$ cat config.mk
export PLATFORM = sky130hd
export DESIGN_NAME = prio_vec_intc
export DESIGN_NICKNAME = d
export VERILOG_FILES = /design/src/rtl/intc_pkg.sv /design/src/rtl/intc_regfile.sv /design/src/rtl/intc_arbiter.sv /design/src/rtl/intc_vector.sv /design/src/rtl/prio_vec_intc.sv
export SDC_FILE = /design/constraint.sdc
export NUM_CORES = 1
export LEC_CHECK = 0
export ABC_AREA = 1
export BUFFER_PORTS_ARGS = -buffer_cell sky130_fd_sc_hd__buf_2
export CAP_MARGIN = 25
export CORE_MARGIN = 2
export CORE_UTILIZATION = 55
export CTS_BUF_LIST = sky130_fd_sc_hd__clkbuf_4
export DETAILED_ROUTE_END_ITERATION = 7
export MAX_ROUTING_LAYER = met4
export PLACE_DENSITY = 0.7
export SYNTH_ARGS = -nofsm -noshare
export SYNTH_HDL_FRONTEND = slang
export SYNTH_SLANG_ARGS = --single-unit
$ cat constraint.sdc
create_clock -name clk -period 31.6 [get_ports clk]
set_clock_uncertainty 0.05 [all_clocks]
set_input_delay 3.16 -clock clk [delete_from_list [all_inputs] [get_ports clk]]
set_output_delay 3.16 -clock clk [all_outputs]
set_load 0.05 [all_outputs]
$ cat src/rtl/intc_pkg.sv
package intc_pkg;

    localparam logic [7:0] CTRL_BASE = 8'h13;
    localparam logic [7:0] MASK_ADDR = 8'h36;
    localparam logic [7:0] PEND_ADDR = 8'h3A;
    localparam logic [7:0] WDV_ADDR  = 8'h40;
    localparam logic [7:0] PVA_ADDR  = 8'h41;
    localparam logic [7:0] PVB_ADDR  = 8'h42;

    localparam logic [7:0] WDV_RST   = 8'h0F;
    localparam logic [7:0] OTHER_VEC = 8'h0F;
    localparam logic [7:0] AUTO_BASE = 8'd24;

    // Key width: 3 level bits plus 2 sub-priority bits.
    localparam int KEY_W = 5;

    // Control byte reset value per source number.
    function automatic logic [7:0] ctrl_reset(input int n);
        if (n >= 1 && n <= 7)
            return 8'(4 * n);
        else if (n == 8)
            return 8'h1C;
        else if (n >= 9 && n <= 11)
            return 8'h80;
        else
            return 8'h00;
    endfunction

endpackage

$ cat src/rtl/intc_regfile.sv
module intc_regfile
    import intc_pkg::*;
#(
    parameter int N_SRC  = 13,
    parameter int MASK_W = 16
) (
    input  logic                   clk,
    input  logic                   rst_n,
    input  logic [N_SRC:1]         irq_in,
    input  logic                   bus_wr,
    input  logic [7:0]             bus_addr,
    input  logic [MASK_W-1:0]      bus_wdata,
    output logic [MASK_W-1:0]      bus_rdata,
    output logic [N_SRC:1][KEY_W-1:0] key_o,
    output logic [N_SRC:1]         auto_o,
    output logic [N_SRC:1]         pend_o,
    output logic [MASK_W-1:0]      mask_o,
    output logic [7:0]             wdv_o,
    output logic [7:0]             pva_o,
    output logic [7:0]             pvb_o
);

    localparam logic [MASK_W-1:0] MASK_RST =
        MASK_W'(((1 << (N_SRC + 1)) - 1) & ~1);

    logic [N_SRC:1][7:0]  ctrl_q;
    logic [N_SRC:1]       pend_q;
    logic [MASK_W-1:0]    mask_q;
    logic [7:0]           wdv_q, pva_q, pvb_q;
    logic                 past_ok;

    for (genvar g = 1; g <= N_SRC; g++) begin : g_ctrl
        localparam logic [7:0] ADDR_G = 8'(CTRL_BASE + 8'(g));
        always_ff @(posedge clk or negedge rst_n) begin
            if (!rst_n)
                ctrl_q[g] <= ctrl_reset(g);
            else if (bus_wr && bus_addr == ADDR_G)
                ctrl_q[g] <= bus_wdata[7:0];
        end
        assign key_o[g]  = ctrl_q[g][KEY_W-1:0];
        assign auto_o[g] = ctrl_q[g][7];
    end

    always_ff @(posedge clk or negedge rst_n) begin
        if (!rst_n) begin
            pend_q  <= '0;
            mask_q  <= MASK_RST;
            wdv_q   <= WDV_RST;
            pva_q   <= '0;
            pvb_q   <= '0;
            past_ok <= 1'b0;
        end else begin
            pend_q  <= irq_in;
            past_ok <= 1'b1;
            if (bus_wr) begin
                unique case (bus_addr)
                    MASK_ADDR: mask_q <= bus_wdata;
                    WDV_ADDR:  wdv_q  <= bus_wdata[7:0];
                    PVA_ADDR:  pva_q  <= bus_wdata[7:0];
                    PVB_ADDR:  pvb_q  <= bus_wdata[7:0];
                    default:   ;
                endcase
            end
        end
    end

    always_comb begin
        bus_rdata = '0;
        unique case (bus_addr)
            MASK_ADDR: bus_rdata = mask_q;
            PEND_ADDR: bus_rdata = MASK_W'({pend_q, 1'b0});
            WDV_ADDR:  bus_rdata = MASK_W'(wdv_q);
            PVA_ADDR:  bus_rdata = MASK_W'(pva_q);
            PVB_ADDR:  bus_rdata = MASK_W'(pvb_q);
            default: begin
                for (int i = 1; i <= N_SRC; i++) begin
                    if (bus_addr == 8'(CTRL_BASE + 8'(i)))
                        bus_rdata = MASK_W'(ctrl_q[i]);
                end
            end
        endcase
    end

    assign pend_o = pend_q;
    assign mask_o = mask_q;
    assign wdv_o  = wdv_q;
    assign pva_o  = pva_q;
    assign pvb_o  = pvb_q;

    // pending register tracks the request lines one edge later
    p_pend_follow_r1: assert property (@(posedge clk) disable iff (!rst_n)
        past_ok |-> pend_q == $past(irq_in))
        else $error("pending does not follow request lines");

    // pending offset is read-only
    p_pend_ro_r9: assert property (@(posedge clk) disable iff (!rst_n)
        (past_ok && $past(bus_wr && bus_addr == PEND_ADDR)) |-> pend_q == $past(irq_in))
        else $error("write reached pending register");

endmodule

$ cat src/rtl/intc_arbiter.sv
module intc_arbiter
    import intc_pkg::*;
#(
    parameter int N_SRC   = 13,
    parameter int MIN_KEY = 4,
    localparam int ID_W   = $clog2(N_SRC + 1)
) (
    input  logic                      clk,
    input  logic                      rst_n,
    input  logic [N_SRC:1][KEY_W-1:0] key_i,
    input  logic [N_SRC:1]            auto_i,
    input  logic [N_SRC:1]            pend_i,
    input  logic [N_SRC:1]            mask_i,
    output logic                      win_valid,
    output logic [ID_W-1:0]           win_id,
    output logic                      win_auto,
    output logic [2:0]                win_lvl
);

    logic [N_SRC:1]   active;
    logic [KEY_W-1:0] best_key;
    logic [ID_W-1:0]  best_id;

    assign active = pend_i & ~mask_i;

    // Strict greater-than keeps the earliest (lowest-numbered) source on ties.
    always_comb begin
        best_key = '0;
        best_id  = '0;
        for (int i = 1; i <= N_SRC; i++) begin
            if (active[i] && key_i[i] > best_key) begin
                best_key = key_i[i];
                best_id  = ID_W'(i);
            end
        end
    end

    assign win_valid = (best_id != '0) && (int'(best_key) >= MIN_KEY);
    assign win_id    = win_valid ? best_id : '0;
    assign win_lvl   = best_key[KEY_W-1:2];
    assign win_auto  = (best_id != '0) ? auto_i[best_id] : 1'b0;

    // a presented winner is always unmasked and pending
    p_win_active_r2: assert property (@(posedge clk) disable iff (!rst_n)
        win_valid |-> (pend_i[win_id] && !mask_i[win_id]))
        else $error("winner is not an active source");

    // a valid winner sits at or above the cutoff level
    p_win_level_r4: assert property (@(posedge clk) disable iff (!rst_n)
        win_valid |-> win_lvl != 3'd0)
        else $error("level-zero winner presented");

endmodule

$ cat src/rtl/intc_vector.sv
module intc_vector
    import intc_pkg::*;
#(
    parameter int N_SRC    = 13,
    parameter int WDV_SRC  = 8,
    parameter int PVA_SRC  = 12,
    parameter int PVB_SRC  = 13,
    localparam int ID_W    = $clog2(N_SRC + 1)
) (
    input  logic             clk,
    input  logic             rst_n,
    input  logic             win_valid,
    input  logic [ID_W-1:0]  win_id,
    input  logic             win_auto,
    input  logic [2:0]       win_lvl,
    input  logic [7:0]       wdv_i,
    input  logic [7:0]       pva_i,
    input  logic [7:0]       pvb_i,
    output logic [2:0]       ipl_o,
    output logic [7:0]       vec_o
);

    localparam logic [ID_W-1:0] ID_WDV = ID_W'(WDV_SRC);
    localparam logic [ID_W-1:0] ID_PVA = ID_W'(PVA_SRC);
    localparam logic [ID_W-1:0] ID_PVB = ID_W'(PVB_SRC);

    logic [2:0] ipl_d;
    logic [7:0] vec_d;
    logic       past_ok;

    always_comb begin
        ipl_d = '0;
        vec_d = '0;
        if (win_valid) begin
            ipl_d = win_lvl;
            if (win_auto) begin
                vec_d = AUTO_BASE + 8'(win_lvl);
            end else begin
                unique case (win_id)
                    ID_WDV:  vec_d = wdv_i;
                    ID_PVA:  vec_d = pva_i;
                    ID_PVB:  vec_d = pvb_i;
                    default: vec_d = OTHER_VEC;
                endcase
            end
        end
    end

    always_ff @(posedge clk or negedge rst_n) begin
        if (!rst_n) begin
            ipl_o   <= '0;
            vec_o   <= '0;
            past_ok <= 1'b0;
        end else begin
            ipl_o   <= ipl_d;
            vec_o   <= vec_d;
            past_ok <= 1'b1;
        end
    end

    // nothing presented when no winner in the previous cycle
    p_idle_zero_r4: assert property (@(posedge clk) disable iff (!rst_n)
        (past_ok && $past(!win_valid)) |-> (ipl_o == 3'd0 && vec_o == 8'd0))
        else $error("outputs not cleared without a winner");

    // automatic numbering is offset from the presented level
    p_auto_vec_r6: assert property (@(posedge clk) disable iff (!rst_n)
        (past_ok && $past(win_valid && win_auto)) |-> vec_o == AUTO_BASE + 8'(ipl_o))
        else $error("automatic vector mismatch");

    // presented level comes from the winner one edge earlier
    p_level_r5: assert property (@(posedge clk) disable iff (!rst_n)
        (past_ok && $past(win_valid)) |-> ipl_o == $past(win_lvl))
        else $error("level mismatch");

endmodule

$ cat src/rtl/prio_vec_intc.sv
module prio_vec_intc
    import intc_pkg::*;
#(
    parameter int N_SRC   = 13,
    parameter int MASK_W  = 16,
    parameter int MIN_KEY = 4,
    parameter int WDV_SRC = 8,
    parameter int PVA_SRC = 12,
    parameter int PVB_SRC = 13
) (
    input  logic              clk,
    input  logic              rst_n,
    input  logic [N_SRC:1]    irq_in,
    input  logic              bus_wr,
    input  logic [7:0]        bus_addr,
    input  logic [MASK_W-1:0] bus_wdata,
    output logic [MASK_W-1:0] bus_rdata,
    output logic [2:0]        ipl_out,
    output logic [7:0]        vec_out
);

    localparam int ID_W = $clog2(N_SRC + 1);

    logic [N_SRC:1][KEY_W-1:0] key_w;
    logic [N_SRC:1]            auto_w;
    logic [N_SRC:1]            pend_w;
    logic [MASK_W-1:0]         mask_w;
    logic [7:0]                wdv_w, pva_w, pvb_w;
    logic                      win_valid;
    logic [ID_W-1:0]           win_id;
    logic                      win_auto;
    logic [2:0]                win_lvl;

    intc_regfile #(.N_SRC(N_SRC), .MASK_W(MASK_W)) u_regs (
        .clk       (clk),
        .rst_n     (rst_n),
        .irq_in    (irq_in),
        .bus_wr    (bus_wr),
        .bus_addr  (bus_addr),
        .bus_wdata (bus_wdata),
        .bus_rdata (bus_rdata),
        .key_o     (key_w),
        .auto_o    (auto_w),
        .pend_o    (pend_w),
        .mask_o    (mask_w),
        .wdv_o     (wdv_w),
        .pva_o     (pva_w),
        .pvb_o     (pvb_w)
    );

    logic [MASK_W-1:0] mask_unused;
    assign mask_unused = mask_w;

    intc_arbiter #(.N_SRC(N_SRC), .MIN_KEY(MIN_KEY)) u_arb (
        .clk       (clk),
        .rst_n     (rst_n),
        .key_i     (key_w),
        .auto_i    (auto_w),
        .pend_i    (pend_w),
        .mask_i    (mask_unused[N_SRC:1]),
        .win_valid (win_valid),
        .win_id    (win_id),
        .win_auto  (win_auto),
        .win_lvl   (win_lvl)
    );

    intc_vector #(
        .N_SRC(N_SRC), .WDV_SRC(WDV_SRC), .PVA_SRC(PVA_SRC), .PVB_SRC(PVB_SRC)
    ) u_vec (
        .clk       (clk),
        .rst_n     (rst_n),
        .win_valid (win_valid),
        .win_id    (win_id),
        .win_auto  (win_auto),
        .win_lvl   (win_lvl),
        .wdv_i     (wdv_w),
        .pva_i     (pva_w),
        .pvb_i     (pvb_w),
        .ipl_o     (ipl_out),
        .vec_o     (vec_out)
    );

    // a zero level never carries a vector
    p_zero_pair_r4: assert property (@(posedge clk) disable iff (!rst_n)
        ipl_out == 3'd0 |-> vec_out == 8'd0)
        else $error("vector without level");

endmodule

==> results of run 1 <==
==> stage by stage <==
stage               util [%]  setup WS, ns
floorplan                  -         17.71
global placement        58.6         15.83
global route            60.1         13.83
finish                  60.1         15.49
CTS                     60.1         15.59
detailed placement      58.6         15.67
==> cell usage in the layout, fill, tap and decap left out, types with 11 or more instances in the layout <==
cell / netlist / layout
nand2_1: 382 / 382
o21ai_0: 185 / 185
inv_1: 147 / 147
dfrtp_1: 133 / 133
nor2_1: 101 / 101
nand3_1: 91 / 91
buf_2: 0 / 65
nand2_2: 49 / 49
ha_1: 43 / 43
dfstp_2: 35 / 35
a21oi_1: 26 / 26
clkbuf_4: 0 / 18
nand3b_1: 16 / 16
inv_2: 15 / 15
nand3_2: 14 / 14
nand4_1: 14 / 14
o22ai_1: 11 / 11
==> area by class of cell <==
cell class,instances,area [µm²]
multi-input cells,1036,5490
diodes,1,2.50
inverters,164,618
well taps,234,293
clock buffers,18,135
repair buffers,67,344
clock inverters,14,155
fillers,1754,7490
flip-flops and latches,168,4250
==> kinds of logic after synthesis <==
| group | share of synthesized area (%) |
|---|---|
| compound gates | 14.6 |
| fa+ha+maj | 5.08 |
| mux | 0.532 |
| buf+inv | 8.01 |
| simple gates | 31.6 |
| flops | 40.1 |
==> worst min path at each step <==
stage	slack (ns)	cells after the start	end	start
2_1_floorplan	0.40	2	u_regs.ctrl_q[69]	u_regs.ctrl_q[69]
3_3_place_gp	0.41	2	u_regs.ctrl_q[69]	u_regs.ctrl_q[69]
3_5_place_dp	0.42	2	u_regs.ctrl_q[69]	u_regs.ctrl_q[69]
4_1_cts	0.46	2	u_regs.auto_o[9]	u_regs.auto_o[9]
5_1_grt	0.47	2	u_regs.auto_o[9]	u_regs.auto_o[9]
6_report	0.45	2	u_regs.key_o[5]	u_regs.key_o[5]
==> layer usage <==
metal  up-vias  part of all wire [%]  wire length (µm)  global-route usage, %
li1       4716                     -                 -                      -
met1      4574                    47             13800                   42.7
met2       318                    46             13300                   47.1
met3        45                   5.3              1550                   4.12
met4         0                   2.2               631                   9.38
met5         -                     0                 0                      -
==> worst max-delay path, delay by kind of cell (launching register included) <==
family          cells  cell delay, ns
compound gates     16            3.61
fa+ha+maj          12            3.74
buf+inv             5            0.39
flops               1            0.58
simple gates       66            7.62
==> state kept, by name, indices dropped and copies added, names as in the netlist <==
| register | count |
|---|---|
| u_regs.pend_o | 13 |
| u_vec.ipl_o | 3 |
| u_regs.key_o | 65 |
| u_regs.wdv_o | 8 |
| u_regs.pvb_o | 8 |
| u_vec.vec_o | 8 |
| u_regs.pva_o | 8 |
| u_regs.ctrl_q | 26 |
| u_regs.auto_o | 13 |
| u_regs.mask_o | 16 |
==> run summary, run 1 <==
Status - finished, final reports clean
Die Span X - 143 µm
Remaining global-route overflow - 0
YS warnings - 0
Synth top area share - 31.5%
Dpl cell area - 11000 µm²
Worst Setup SP - u_regs.key_o[2]
Die H - 143 µm
Syn_area_per_cell - 7.51 µm²
Hold-fix buffers, CTS - 0
Final Slew Violations - 0
Worst min path class - register to register
Main synth FF type - dfrtp_1
DR DRC count - 0
Post-DRT Antenna Nets - 0
Total GRT Usage - 30.7%
Starting Density - 56.4%
First-pass GRT wire length - 47100 µm
Syn nets - 1492
Worst Tran Pin Value - 1.01 ns
Crit path DAT - 16.58 ns
Finish-stage setup viols - 0
Worst setup path endpoint - u_vec.vec_o[2]
CP peak stage delay - 0.58 ns
Yosys reg bits - 168
Cell with the most instances after synthesis - nand2_1
Register area share after synthesis - 40.1%
Core ar. - 18800 µm²
RSZ-0062 raised after global routing - no
Max_cap viols - 0
Ports - 67
Top cells by area, synth - dfrtp_1, nand2_1, o21ai_0
Req. time, crit path - 32.07 ns
Hold Fails Final Rpt - 0
Number of synthesized flops with an enable pin - 0
Crit-path slowest cell - dfstp_2
Vias per cell - 5.67
Total negative slack - 0 ns
Clock root buffer - clkbuf_4
CP Capture Type - register
Post-synth design cell area - 10600 µm²
TritonCTS Buffers - 17
Final worst-path cycle share - 51.0%
Htree depth - 4
Share of layout cells above drive strength 1 - 17.7%
Area Growth Syn to Fin - 6.62%
Dpl cells - 1669
Cells on worst reg2reg path - 99
Mapped Cells - 1409
R2R setup slack - 15.49 ns
Gpl congestion - 0.968
DR iter-0 viols - 761
Post-Layout Cell Count - 1702
Via count - 9653
Final hold slack - 0.453 ns
Relative slew slack - 32.2%
WL final - 29300 µm
Setup repair bufs after CTS - 0
CP Max Fanout - 14
CTS tree - done
Most used cell, CP - nand2_2
Initial antenna violation count - 1
Clk pin slew, worst setup/hold paths - 0.16 ns
RR Endpoint - u_vec.vec_o[2]
FMAX - 0.0621 GHz
Vias in the first global route - 8950
Fin area - 11300 µm²
Layout Nets - 1537
Async SR Flop Fraction - 100%
DPL Wire Length - 21900 µm
Leading cell types by count after synthesis - nand2_1, o21ai_0, inv_1, dfrtp_1, nor2_1
Number of distinct library cells after synthesis - 47
IO buf count - 66
Clk sinks - 168
FF-to-FF Start - u_regs.key_o[2]
Longest Clk Path Bufs - 2
Cell taking the most area after synthesis - dfrtp_1
CP Class - register to register
Full die area - 20400 µm²
Number of cell rows - 50
Clk_lat worst skew - 0.59 ns
Fin crit period - 16.12 ns
Resized cells post-CTS - 0
Avg WL per Cell - 17.2 µm
Startpoint types - register
Drt pass-1 iters - 6
Largest net degree at the start of global routing - 101
Power of run 1 is not shown: default switching activity piles up to over one toggle a cycle in this logic, so the estimate is an artifact.
==> inputs of run 2 (changes only) <==
==> constraint.sdc (replaced) <==
create_clock -name clk -period 15.4 [get_ports clk]
set_clock_uncertainty 0.05 [all_clocks]
set_input_delay 1.54 -clock clk [delete_from_list [all_inputs] [get_ports clk]]
set_output_delay 1.54 -clock clk [all_outputs]
set_load 0.05 [all_outputs]
==> run summary, run 2 (synthesis results as in run 1) <==
WL final - 30500 µm (was 29300 µm)
Layout Nets - 1568 (was 1537)
Clk_lat worst skew - 0.61 ns (was 0.59 ns)
Largest net degree at the start of global routing - 100 (was 101)
Share of layout cells above drive strength 1 - 20.9% (was 17.7%)
Final Slew Violations - 0 (unchanged)
Worst Tran Pin Value - 0.941 ns (was 1.01 ns)
DR iter-0 viols - 875 (was 761)
Die H - 143 µm (unchanged)
Req. time, crit path - 15.88 ns (was 32.07 ns)
Vias in the first global route - 8826 (was 8950)
Drt pass-1 iters - 5 (was 6)
CP Capture Type - register (unchanged)
Gpl congestion - 1.03 (was 0.968)
Max reg flops - 65 (unchanged)
Number of buffers and inverters on the critical path - 5 (unchanged)
Post-DRT Antenna Nets - 0 (unchanged)
Fin crit period - 14.25 ns (was 16.12 ns)
DPL Wire Length - 22000 µm (was 21900 µm)
Finish-stage setup viols - 0 (unchanged)
Max_cap viols - 0 (unchanged)
Hold Fails Final Rpt - 0 (unchanged)
CP peak stage delay - 0.59 ns (was 0.58 ns)
Clk pin slew, worst setup/hold paths - 0.16 ns (about the same)
Area Growth Syn to Fin - 11.3% (was 6.62%)
Core ar. - 18800 µm² (unchanged)
Status - finished, final reports clean (unchanged)
Clock root buffer - clkbuf_4 (unchanged)
Number of cell rows - 50 (unchanged)
TritonCTS Buffers - 17 (unchanged)
CTS tree - done (unchanged)
IO buf count - 66 (unchanged)
CP Max Fanout - 14 (unchanged)
First-pass GRT wire length - 47700 µm (was 47100 µm)
Final core utilization - 62.7% (was 60.1%)
Crit-path slowest cell - dfstp_2 (unchanged)
CP Class - register to register (unchanged)
Starting Density - 56.4% (unchanged)
Clk sinks - 168 (unchanged)
Commonest non-fill, non-tap cells in the layout - nand2_1, o21ai_0, inv_1 (unchanged)
Avg WL per Cell - 17.6 µm (was 17.2 µm)
DR DRC count - 0 (unchanged)
Leading cell type in the layout, fill and taps excluded - nand2_1 (unchanged)
Full die area - 20400 µm² (unchanged)
Worst min path class - register to register (unchanged)
Relative slew slack - 37.3% (was 32.2%)
FMAX - 0.0702 GHz (was 0.0621 GHz)
Startpoint types - register (unchanged)
Die Span X - 143 µm (unchanged)
Htree depth - 4 (unchanged)
Ports - 67 (unchanged)
Crit path DAT - 14.73 ns (was 16.58 ns)
Via count - 9615 (was 9653)
Longest Clk Path Bufs - 2 (unchanged)
Initial antenna violation count - 3 (was 1)
Crit path max-delay family - simple AND/OR/NAND/NOR gates (unchanged)
Vias per cell - 5.54 (was 5.67)
Total GRT Usage - 31.2% (was 30.7%)
Final worst-path cycle share - 92.5% (was 51.0%)
Remaining global-route overflow - 0 (unchanged)
## run 2: routing by layer
metal	share of wire, %	track usage (%)	vias to the layer above
met5	0	-	-
met4	2.0	8.65	0
met3	6.4	5.20	40
met2	46	47.8	326
met1	46	43.4	4473
li1	-	-	4776
## run 2: stage by stage
step	TNS, ns	instance area (µm²)	worst slack, ns	cells	hold slack, ns
2_1_floorplan	0	10600	1.51	1409	0.398
3_3_place_gp	-1.30	11000	-0.184	1670	0.411
3_5_place_dp	-2.43	11000	-0.328	1670	0.419
4_1_cts	0	11300	0.0378	1702	0.453
5_1_grt	-0.451	11800	-0.0929	1735	0.475
6_report	0	11800	1.15	1735	0.449
## run 2: final timing paths
path                                        start           endpoint  slack [ns]  cells after the start
max in group asynchronous                   rst_n   u_regs.pend_o[6]       12.92                      2
min in group asynchronous                   rst_n   u_regs.key_o[51]        0.93                      1
worst max-delay path              u_regs.key_o[2]     u_vec.vec_o[1]        1.15                    103
worst min register to register  u_regs.ctrl_q[93]  u_regs.ctrl_q[93]        0.45                      2
worst max register to register    u_regs.key_o[2]     u_vec.vec_o[1]        1.15                    103
worst min-delay path            u_regs.ctrl_q[93]  u_regs.ctrl_q[93]        0.45                      2
## run 2: worst register-to-register path: cells and delay by family (launching register included)
kind                       cells  cell delay (ns)
DFF                            1             0.59
AOI/OAI and AO/OA             11             1.42
and+or+nand+nor               75             7.81
buffers and inverters          5             0.60
adders and majority gates     12             3.75
## run 2: repair_timing
action                                  in CTS  in global routing
pin swaps                                    0                 23
hold buffers                                 0                  0
cloned                                       0                  2
endpoints found under the hold margin        0                  0
resized for setup                           11                 49
endpoints found under the setup margin       8                 11
buffers inserted                             0                 27
## run 2: final cells by class
cell class / instances / area [µm²]
Sequential cell: 168 / 4250
Multi-Input combinational cell: 1038 / 5670
Inverter: 164 / 618
Antenna cell: 3 / 7.51
Tap cell: 234 / 293
Timing Repair Buffer: 96 / 589
Clock inverter: 14 / 213
Clock buffer: 18 / 135
Fill cell: 1713 / 6990
Power of run 2 is left out for the same reason.
